===== src/rtl/dbell_pkg.sv =====
package dbell_pkg;
    localparam int unsigned DB_W = 32;
    typedef logic [DB_W-1:0] db_word_t;

    typedef struct packed {
        logic     wr;
        db_word_t data;
    } ack_req_t;

    function automatic db_word_t next_pending(db_word_t cur, db_word_t raise, ack_req_t ack);
        db_word_t kept;
        kept = ack.wr ? (cur & ack.data) : cur;
        return kept | raise;
    endfunction
endpackage


===== src/rtl/dbell_store.sv =====
module dbell_store
    import dbell_pkg::*;
(
    input  logic     clk,
    input  logic     rst,
    input  db_word_t raise_mask,
    input  ack_req_t ack,
    output db_word_t pending
);
    db_word_t pend_q;

    always_ff @(posedge clk) begin
        if (rst) pend_q <= '0;
        else     pend_q <= next_pending(pend_q, raise_mask, ack);
    end

    assign pending = pend_q;


    raise_sets_chk: assert property (@(posedge clk) disable iff (rst)
        (raise_mask != '0) |=> ((pend_q & $past(raise_mask)) == $past(raise_mask)));

    one_keeps_chk: assert property (@(posedge clk) disable iff (rst)
        ack.wr |=> ((pend_q & $past(pend_q) & $past(ack.data)) == ($past(pend_q) & $past(ack.data))));

    zero_clears_chk: assert property (@(posedge clk) disable iff (rst)
        ack.wr |=> ((pend_q & ~$past(ack.data) & ~$past(raise_mask)) == '0));
endmodule


===== src/rtl/dbell_irq.sv =====
module dbell_irq
    import dbell_pkg::*;
#(
    parameter db_word_t GRP_MASK = 32'h0000FFFF
)(
    input  logic     clk,
    input  logic     rst,
    input  db_word_t pending,
    output logic     irq
);
    logic irq_q;

    always_ff @(posedge clk) begin
        if (rst) irq_q <= 1'b0;
        else     irq_q <= |(pending & GRP_MASK);
    end

    assign irq = irq_q;


    irq_follow_chk: assert property (@(posedge clk) disable iff (rst)
        1'b1 |=> (irq_q == |($past(pending) & GRP_MASK)));
endmodule


===== src/rtl/dbell_cause.sv =====
module dbell_cause
    import dbell_pkg::*;
#(
    parameter logic [31:0] IPI_MASK = 32'h0000FFFF,
    parameter logic [31:0] MSG_MASK = 32'hFFFF0000
)(
    input  logic        clk,
    input  logic        rst,
    input  logic [31:0] raise_mask,
    input  logic        cpu_rd,
    input  logic        cpu_wr,
    input  logic [31:0] cpu_wdata,
    output logic [31:0] cpu_rdata,
    output logic        irq_ipi,
    output logic        irq_msg
);
    localparam int unsigned NGRP = 2;
    localparam logic [NGRP*DB_W-1:0] GMASKS = {MSG_MASK, IPI_MASK};

    db_word_t   pending;
    ack_req_t   ack;
    logic [NGRP-1:0] irq_v;

    assign ack = '{wr: cpu_wr, data: cpu_wdata};

    dbell_store u_store (
        .clk(clk), .rst(rst), .raise_mask(raise_mask), .ack(ack), .pending(pending)
    );

    for (genvar g = 0; g < NGRP; g++) begin : g_grp
        dbell_irq #(.GRP_MASK(GMASKS[g*DB_W +: DB_W])) u_irq (
            .clk(clk), .rst(rst), .pending(pending), .irq(irq_v[g])
        );
    end

    assign irq_ipi   = irq_v[0];
    assign irq_msg   = irq_v[1];
    assign cpu_rdata = cpu_rd ? pending : '0;

    initial begin
        // masks must be disjoint
        assert ((IPI_MASK & MSG_MASK) == '0);
    end


    set_wins_chk: assert property (@(posedge clk) disable iff (rst)
        (cpu_wr && ((raise_mask & ~cpu_wdata) != '0)) |=>
        ((pending & $past(raise_mask & ~cpu_wdata)) == $past(raise_mask & ~cpu_wdata)));

    reset_clear_chk: assert property (@(posedge clk)
        rst |=> (pending == '0 && !irq_ipi && !irq_msg));
endmodule


===== config.mk =====
export PLATFORM = sky130hd
export DESIGN_NAME = dbell_cause
export DESIGN_NICKNAME = d
export VERILOG_FILES = /design/src/rtl/dbell_pkg.sv /design/src/rtl/dbell_store.sv /design/src/rtl/dbell_irq.sv /design/src/rtl/dbell_cause.sv
export SDC_FILE = /design/constraint.sdc
export NUM_CORES = 1
export LEC_CHECK = 0
export ABC_AREA = 1
export BUFFER_PORTS_ARGS = -buffer_cell sky130_fd_sc_hd__buf_2
export CAP_MARGIN = 40
export CORE_ASPECT_RATIO = 0.6
export CORE_MARGIN = 4
export CORE_UTILIZATION = 40
export DETAILED_ROUTE_END_ITERATION = 10
export PLACE_DENSITY = 0.85
export SLEW_MARGIN = 10
export SYNTH_ARGS = -nofsm -noshare
export SYNTH_HDL_FRONTEND = slang
export SYNTH_SLANG_ARGS = --single-unit

===== constraint.sdc =====
create_clock -name clk -period 0.8 [get_ports clk]
set_input_delay 0.16 -clock clk [delete_from_list [all_inputs] [get_ports clk]]
set_output_delay 0.16 -clock clk [all_outputs]
set_load 0.01 [all_outputs]

; ---- Word-level counts from Yosys, hierarchy flattened
; Cells that the tools add are included.
[classes]
div_mod_pow = 0
reduce_logical = 2
eq_ne = 0
bitwise = 2
shift = 0
n_lt_le_gt_ge = 0
add_sub_neg = 0
muxes = 2
n_mul = 0
[ops]
columns = cell, n
row1 = two-way mux 32 bit, 2
row2 = AND 32 bit, 1
row3 = bitwise OR 32 bit, 1
row4 = OR reduction 16 bit, 2
[word_totals]
register_bits = 34
out_inout_bits = 34
word_cells = 9
n_memories = 0
rom_bits = 0
latchBits = 0
ramBits = 0

; ---- Longest topological paths before layout
; Gate-level depths: netlist of the first run.
[logic_depth]
depth_word = 3
mapped_depth = 4
ltp_nobuf = 4

; ---- Modules after synthesis
; From an unflattened synthesis of the first run, not the netlist that was laid out.
[unflattened]
hier_cells = 297
hier_area_um2 = 1781.7
[modules_own_cells]
columns = mod, area_per_inst_um2, cells_each, instances, seq_area_each_um2
row1 = dbell_store, 1352.5, 198, 1, 640.6
row2 = dbell_cause, 274.0, 67, 1, 0.0
row3 = dbell_irq, 77.6, 16, 2, 20.0

; ---- Least setup slack after synthesis of the first run
; No wires, ideal clock.
[synth_path]
path_kind = register to register
startpoint = register u_store.pend_q[13] (netlist: u_store.pending[13])
endpoint = register g_grp[0].u_irq.irq_q
path_stages_with_launch = 5
arrival_ns = 0.593
t_required_ns = 0.683
setup_ns = 0.117
period_less_slack_ns = 0.710
path_slack_ns = 0.090
path_cell_list = dfxtp_1 nor2_1 nand2_1 nor2_1 a21oi_1
[synth_via]
elab_chain_len = 1
[synth_lines]
columns = item, line
row1 = start: declaration, dbell_store.sv:10  ; db_word_t pend_q;
row2 = start signal: assignment, dbell_store.sv:14  ; else pend_q <= next_pending(pend_q, raise_mask, ack);
row3 = OR reduction 16 bit, dbell_irq.sv:15  ; else irq_q <= |(pending & GRP_MASK);
row4 = end signal: assignment, dbell_irq.sv:15
row5 = end: declaration, dbell_irq.sv:11  ; logic irq_q;
; No other way between the ends.
; A chain may end at the register's enable or synchronous reset.

; ---- Worst setup path in the final report of the first run
[layout_path]
startpoint = register u_store.pend_q[18] (netlist: u_store.pending[18])
endpoint = output port cpu_rdata[18]
[layout_via]
elab_chain_len = 1
[layout_lines]
columns = item, line
row1 = two-way mux 32 bit, dbell_cause.sv:38  ; assign cpu_rdata = cpu_rd ? pending : '0;
row2 = end: declaration, dbell_cause.sv:13  ; output logic [31:0] cpu_rdata,
; No other way between the ends.

==> results of run 1 <==
-- power groups by stage --
stage / logic (µW) / registers (µW) / clock network (µW)
finish: 1250 / 1920 / 1470
floorplan: 507 / 1940 / 0
global placement: 836 / 1950 / 0
global route: 1370 / 1930 / 1580
detailed placement: 854 / 1960 / 0
CTS: 1100 / 1900 / 1490
-- layout make-up --
| type | instances | area, µm² |
|---|---|---|
| inverters | 65 | 246 |
| repair buffers | 144 | 1040 |
| flip-flops and latches | 34 | 723 |
| fillers | 328 | 1190 |
| well taps | 60 | 75.1 |
| multi-input cells | 126 | 891 |
| clock buffers | 8 | 110 |
-- state kept, by name, summed over array words and instances, names as in the netlist --
name / flops
u_store.pending: 32
g_grp.u_irq.irq: 2
-- cell usage after synthesis, drive strengths merged --
cell type	instances	area (µm²)
buf	8	116
clkbuf	2	15.0
nor2	20	75.1
dfxtp	34	681
o21ai	32	273
nand2	40	150
a21oi	34	283
inv	65	246
-- through the flow --
step | worst slack, ps | utilization, % | hold slack, ps | TNS, ps
floorplan | 89.8 | - | 291 | 0
global placement | -31.3 | 56.6 | 405 | -744
detailed placement | -47.4 | 56.6 | 411 | -1060
CTS | -215 | 67.1 | 104 | -6150
global route | -255 | 72.2 | 102 | -7740
finish | -210 | 72.2 | 109 | -5970
-- repair_timing --
item,4_1_cts,5_1_grt
endpoints found under the setup margin,36,39
buffers inserted,32,3
resized for setup,47,55
gates cloned,0,0
pin swaps,14,18
-- cells by family after synthesis --
kind of cell | synth area share, %
flip-flops | 37.0
AO/OA/AOI/OAI | 30.2
AND/OR/NAND/NOR | 12.2
buffers and inverters | 20.5
-- critical path, cell delays in order, from the launching register on --
cell and delay (ps):
sky130_fd_sc_hd__dfxtp_2 350, sky130_fd_sc_hd__nand2_1 60, sky130_fd_sc_hd__inv_1 40, sky130_fd_sc_hd__buf_2 110
-- layer usage --
| layer | up-vias | share of wire, % |
|---|---|---|
| li1 | 986 | - |
| met1 | 844 | 42 |
| met2 | 76 | 48 |
| met3 | 5 | 9.7 |
| met4 | 0 | 0.86 |
| met5 | - | 0 |
-- worst max path at each step --
stage / to / slack, ps / depth (start not counted)
2_1_floorplan: g_grp[0].u_irq.irq$_SDFF_PP0_ / 90 / 4
3_3_place_gp: cpu_rdata[9] / -30 / 5
3_5_place_dp: cpu_rdata[26] / -50 / 5
4_1_cts: cpu_rdata[18] / -210 / 3
5_1_grt: cpu_rdata[2] / -260 / 3
6_report: cpu_rdata[18] / -210 / 3
==> results.rst, run 1 <==
.. list-table::
   :header-rows: 1

   * - Metric
     - Value
   * - Maximum capacitance violations
     - 0
   * - Share of the clock period used by the worst path after layout
     - 126%
   * - Endpoint with the worst hold slack
     - u_store.pending[16]$_SDFF_PP0_
   * - Pin count of the biggest net entering global routing
     - 20
   * - Status
     - finished, violations left
   * - Reg-to-reg slack, setup
     - -120 ps
   * - Post-route ant nets
     - 0
   * - Routed length per instance
     - 12.3 µm
   * - CTS Buf Count
     - 5
   * - Worst vdd rail ir drop
     - 777 µV
   * - Dpl cell area
     - 0.00242 mm²
   * - DRC viols
     - 0
   * - Wire length of the first global-routing pass
     - 7940 µm
   * - Clock period minus final worst setup slack
     - 1010 ps
   * - CP startpoint kind
     - flip-flop
   * - Row Count
     - 18
   * - Core outline area
     - 0.00428 mm²
   * - Gr usage total
     - 18.1%
   * - Setup violators final
     - 36
   * - Achievable clock frequency
     - 990 MHz
   * - Number of max-slew violations in the final report
     - 0
   * - I/O pin cnt
     - 102
   * - Proportion of total power due to net switching
     - 27.3%
   * - Most used cells in the layout excluding fill and tap cells
     - 89 x sky130_fd_sc_hd__buf_2, 57 x sky130_fd_sc_hd__inv_1, 34 x sky130_fd_sc_hd__dfxtp_2
   * - Number of global-route vias before repair
     - 1802
   * - Met2 Usage GRT
     - 31.1%
   * - Power share of the clock group
     - 31.6%
   * - Internal power
     - 3370 µW
   * - Setup clock skew after layout
     - 3.10 ps
   * - Hold path start
     - raise_mask[16]
   * - Die Outline Area
     - 0.00578 mm²
   * - Arrival time at the worst endpoint
     - 850 ps
   * - Diode count
     - 0
   * - Number of instances in the placed design
     - 394
   * - Number of DRC violations after detailed-routing iteration 0
     - 24
   * - Non-Filler Instances
     - 437
   * - Longest Clk Path Bufs
     - 2
   * - Timing startpoint of the critical path
     - u_store.pending[18]$_SDFF_PP0_
   * - Hpwl dp
     - 3670 µm
   * - Area growth from synthesis to layout
     - 67.9%
   * - Layout Nets
     - 444
   * - Setup repair after global routing missed its margin
     - yes
   * - Hold Vio Cnt, Final
     - 0
   * - Worst hold-check path type
     - primary input to flip-flop
   * - Data required time at the worst endpoint
     - 640 ps
   * - Cells on Worst Hold Path
     - 3
   * - Number of antenna violations at the first check in global routing
     - 0
   * - Synthesized area divided by synthesized cell count
     - 7.83 µm²
   * - Global placement routability congestion
     - 0.716
   * - Final worst slack
     - -210 ps
   * - Initial core utilization
     - 43.0%
   * - Power density over the cells
     - 1500 mW/mm²
   * - Die width
     - 95.5 µm
   * - Pre-Repair DR Iteration Count
     - 4
   * - Peak-usage layer in the global routing report
     - met2
   * - Final non-filler cell area
     - 0.00309 mm²
   * - Rel. slew slack
     - 90.3%
   * - Most common cell after layout, fill and taps aside
     - sky130_fd_sc_hd__buf_2
   * - Met1 track demand over resource
     - 21.6%
   * - Tot Pwr
     - 4640 µW
   * - Worst reg2reg path depth
     - 5
   * - TritonCTS clock tree
     - yes
   * - Combinational share of power
     - 27.0%
   * - Switching power of the nets
     - 1270 µW
   * - Slew at the pin with the worst max-slew slack
     - 144 ps
   * - Gr ovfl total
     - 0
   * - Number of input and output port buffers inserted
     - 101
   * - Global-route met3 utilization
     - 6.32%
   * - Layout cells sized above 1
     - 74.0%
   * - Cells after Synth
     - 235
   * - Critical path fanouts, max
     - 3
   * - Share of the yosys chip area belonging to registers
     - 37.0%
   * - Master cell of the clock root buffer
     - sky130_fd_sc_hd__clkbuf_8
   * - Worst reg2reg endpoint
     - g_grp[0].u_irq.irq$_SDFF_PP0_
   * - Critical Setup Path Class
     - flip-flop to output port
   * - Vias after detailed routing
     - 1911
   * - Hold Buf Count CTS
     - 0
   * - Mapped Area
     - 0.00184 mm²
   * - Lkg Pwr
     - 0.00172 µW
   * - Failing checks
     - setup timing
   * - Y dimension of the die
     - 60.5 µm
   * - Count of yosys warnings during synthesis
     - 0
   * - Clock insertion delay at the later pin of the skew report
     - 280 ps
   * - Unique cell type count in the Yosys netlist
     - 13
   * - Flops & latches, synth
     - 34
   * - Via density per instance
     - 4.37
   * - Total wire length
     - 5350 µm
   * - Total nets after synthesis
     - 303
   * - Clock-pin transition on the worst setup and hold timing paths
     - 70 ps
   * - Crit Reg-Reg Startpoint
     - u_store.pending[7]$_SDFF_PP0_
   * - CP Capture Type
     - output port
   * - H-tree lvl count
     - 2
   * - Clock sink total
     - 34
   * - Sequential Power Share
     - 41.4%
(Power assumes the default switching activity.)
==> inputs of run 2 (changes only) <==
--- a/config.mk
+++ b/config.mk
@@ -10,9 +10,9 @@
 export CAP_MARGIN = 40
 export CORE_ASPECT_RATIO = 0.6
 export CORE_MARGIN = 4
-export CORE_UTILIZATION = 40
+export CORE_UTILIZATION = 30
 export DETAILED_ROUTE_END_ITERATION = 10
-export PLACE_DENSITY = 0.85
+export PLACE_DENSITY = 0.6
 export SLEW_MARGIN = 10
 export SYNTH_ARGS = -nofsm -noshare
 export SYNTH_HDL_FRONTEND = slang
==> run 2 against run 1 <==
Against the previous run: critical path type unchanged; the run still ends with setup timing left; clock power about the same; via count down 0.78%; combinational power about the same.
==> results.rst, run 2 (synthesized netlist as in run 1, its figures left out) <==
.. list-table::
   :header-rows: 1

   * - Metric
     - Value
   * - Die width
     - 109 µm (was 95.5 µm)
   * - Pin count of the biggest net entering global routing
     - 19 (was 20)
   * - Most used cells in the layout excluding fill and tap cells
     - 94 x sky130_fd_sc_hd__buf_2, 59 x sky130_fd_sc_hd__inv_1, 34 x sky130_fd_sc_hd__dfxtp_2 (was 89 x sky130_fd_sc_hd__buf_2, 57 x sky130_fd_sc_hd__inv_1, 34 x sky130_fd_sc_hd__dfxtp_2)
   * - Power share of the clock group
     - 31.8% (was 31.6%)
   * - Internal power
     - 3370 µW (about the same)
   * - Global placement routability congestion
     - 0.725 (was 0.716)
   * - Share of the clock period used by the worst path after layout
     - 125% (was 126%)
   * - CTS Buf Count
     - 5 (unchanged)
   * - Maximum capacitance violations
     - 0 (unchanged)
   * - Worst vdd rail ir drop
     - 690 µV (was 777 µV)
   * - Diode count
     - 0 (unchanged)
   * - Tot Pwr
     - 4630 µW (was 4640 µW)
   * - Wire length of the first global-routing pass
     - 8090 µm (was 7940 µm)
   * - Via density per instance
     - 4.11 (was 4.37)
   * - Data required time at the worst endpoint
     - 640 ps (about the same)
   * - Hold path start
     - raise_mask[27] (was raise_mask[16])
   * - Arrival time at the worst endpoint
     - 840 ps (was 850 ps)
   * - Setup TNS
     - -5880 ps (was -5970 ps)
   * - Worst path max stage delay
     - 330 ps (was 350 ps)
   * - Hold Buf Count CTS
     - 0 (unchanged)
   * - Number of antenna violations at the first check in global routing
     - 0 (unchanged)
   * - Area growth from synthesis to layout
     - 68.5% (was 67.9%)
   * - Setup clock skew after layout
     - 5.06 ps (was 3.10 ps)
   * - Achievable clock frequency
     - 999 MHz (was 990 MHz)
   * - Endpoint with the worst hold slack
     - u_store.pending[27]$_SDFF_PP0_ (was u_store.pending[16]$_SDFF_PP0_)
   * - Cells on Worst Hold Path
     - 3 (unchanged)
   * - Worst hold-check path type
     - primary input to flip-flop (unchanged)
   * - Worst reg2reg endpoint
     - g_grp[0].u_irq.irq$_SDFF_PP0_ (unchanged)
   * - Number of global-route vias before repair
     - 1792 (was 1802)
   * - Gr usage total
     - 14.1% (was 18.1%)
   * - Gr ovfl total
     - 0 (unchanged)
   * - Critical Setup Path Class
     - flip-flop to output port (unchanged)
   * - Crit Reg-Reg Startpoint
     - u_store.pending[13]$_SDFF_PP0_ (was u_store.pending[7]$_SDFF_PP0_)
   * - Status
     - finished, violations left (unchanged)
   * - Switching power of the nets
     - 1260 µW (was 1270 µW)
   * - Initial core utilization
     - 32.0% (was 43.0%)
   * - Layout cells sized above 1
     - 73.0% (was 74.0%)
   * - Number of input and output port buffers inserted
     - 101 (unchanged)
   * - Critical path fanouts, max
     - 2 (was 3)
   * - Power density over the cells
     - 1490 mW/mm² (was 1500 mW/mm²)
   * - I/O pin cnt
     - 102 (unchanged)
   * - Lkg Pwr
     - 0.00174 µW (was 0.00172 µW)
   * - Rel. slew slack
     - 88.5% (was 90.3%)
   * - Row Count
     - 21 (was 18)
   * - Clock-pin transition on the worst setup and hold timing paths
     - 70 ps (about the same)
   * - CP Capture Type
     - output port (unchanged)
   * - H-tree lvl count
     - 2 (unchanged)
   * - Post-route ant nets
     - 0 (unchanged)
   * - Total wire length
     - 5280 µm (was 5350 µm)
   * - Number of flip-flops in the largest register
     - 32 (unchanged)
   * - Routed length per instance
     - 11.4 µm (was 12.3 µm)
   * - Clock sink total
     - 34 (unchanged)
   * - Hpwl dp
     - 3860 µm (was 3670 µm)
   * - Reg-to-reg slack, setup
     - -80 ps (was -120 ps)
   * - Failing checks
     - setup timing (unchanged)
   * - Most common cell after layout, fill and taps aside
     - sky130_fd_sc_hd__buf_2 (unchanged)
   * - Clock period minus final worst setup slack
     - 1000 ps (was 1010 ps)
   * - Hold Vio Cnt, Final
     - 0 (unchanged)
   * - Worst reg2reg path depth
     - 5 (unchanged)
   * - Slew at the pin with the worst max-slew slack
     - 172 ps (was 144 ps)
   * - Cell chain of the critical path
     - nand2_1 > inv_1 > buf_2 (unchanged)
   * - Setup repair after global routing missed its margin
     - yes (unchanged)
   * - Layout Nets
     - 448 (was 444)
   * - Vias after detailed routing
     - 1896 (was 1911)
   * - Final worst slack
     - -201 ps (was -210 ps)
   * - Placement Setup Slack
     - -55.6 ps (was -47.4 ps)
   * - Number of DRC violations after detailed-routing iteration 0
     - 57 (was 24)
   * - Setup violators final
     - 36 (unchanged)
   * - Combinational share of power
     - 26.8% (was 27.0%)
   * - Number of max-slew violations in the final report
     - 0 (unchanged)
   * - CP startpoint kind
     - flip-flop (unchanged)
   * - Die Outline Area
     - 0.00749 mm² (was 0.00578 mm²)
   * - Core outline area
     - 0.00575 mm² (was 0.00428 mm²)
   * - Pre-Repair DR Iteration Count
     - 4 (unchanged)
   * - Sequential Power Share
     - 41.3% (was 41.4%)
   * - Proportion of total power due to net switching
     - 27.1% (was 27.3%)
   * - Y dimension of the die
     - 68.7 µm (was 60.5 µm)
   * - Clock insertion delay at the later pin of the skew report
     - 280 ps (about the same)
   * - Longest Clk Path Bufs
     - 2 (unchanged)
   * - Master cell of the clock root buffer
     - sky130_fd_sc_hd__clkbuf_8 (unchanged)
   * - DRC viols
     - 0 (unchanged)
   * - Master of the slowest instance on the critical path
     - sky130_fd_sc_hd__dfxtp_2 (unchanged)
   * - TritonCTS clock tree
     - yes (unchanged)
-- run 2: area by class of cell --
| type | instances | area (µm²) |
|---|---|---|
| fillers | 566 | 2660 |
| repair buffers | 148 | 1050 |
| multi-input cells | 126 | 871 |
| flip-flops and latches | 34 | 723 |
| inverters | 65 | 246 |
| clock buffers | 8 | 110 |
| well taps | 80 | 100 |
-- run 2: worst max-delay path, delay by kind of cell, from the launching register on --
kind	cells	cell delay (ps)
flops	1	330
buf+inv	2	180
simple gates	1	50
-- run 2: power groups by stage --
| stage | combinational [µW] | sequential [µW] | clock [µW] |
|---|---|---|---|
| floorplan | 507 | 1940 | 0 |
| global placement | 877 | 1950 | 0 |
| detailed placement | 888 | 1950 | 0 |
| CTS | 1140 | 1900 | 1530 |
| global route | 1360 | 1930 | 1590 |
| finish | 1240 | 1910 | 1470 |
-- run 2: what timing repair did --
item | in CTS | in global routing
gates resized for setup | 52 | 40
pin swaps | 9 | 20
setup buffers | 31 | 3
setup endpoints to repair | 36 | 41
endpoints found under the hold margin | 0 | 0
gates cloned | 0 | 0
-- run 2: worst max path at each step --
stage	slack (ps)	end	start
floorplan	90	g_grp[0].u_irq.irq$_SDFF_PP0_	u_store.pending[13]$_SDFF_PP0_
global placement	-40	cpu_rdata[1]	cpu_rd
detailed placement	-60	cpu_rdata[1]	cpu_rd
CTS	-200	cpu_rdata[5]	u_store.pending[5]$_SDFF_PP0_
global route	-250	cpu_rdata[1]	u_store.pending[1]$_SDFF_PP0_
finish	-200	cpu_rdata[15]	u_store.pending[15]$_SDFF_PP0_
-- run 2: stage by stage --
| step | hold WS (ps) | cell area [µm²] | util, % | std cells |
|---|---|---|---|---|
| 2_1_floorplan | 291 | 1840 | - | 235 |
| 4_1_cts | 96.5 | 2940 | 51.1 | 458 |
| 3_5_place_dp | 409 | 2490 | 43.2 | 419 |
| 5_1_grt | 102 | 3100 | 53.9 | 461 |
| 3_3_place_gp | 407 | 2490 | 43.2 | 419 |
| 6_report | 105 | 3100 | 53.9 | 461 |
-- run 2: routing by layer --
metal / global-route usage [%] / vias to the layer above / share of wire [%]
li1: - / 988 / -
met1: 18.5 / 839 / 46
met2: 22.3 / 64 / 44
met3: 4.74 / 5 / 8.6
met4: 3.94 / 0 / 0.76
met5: 0 / - / 0
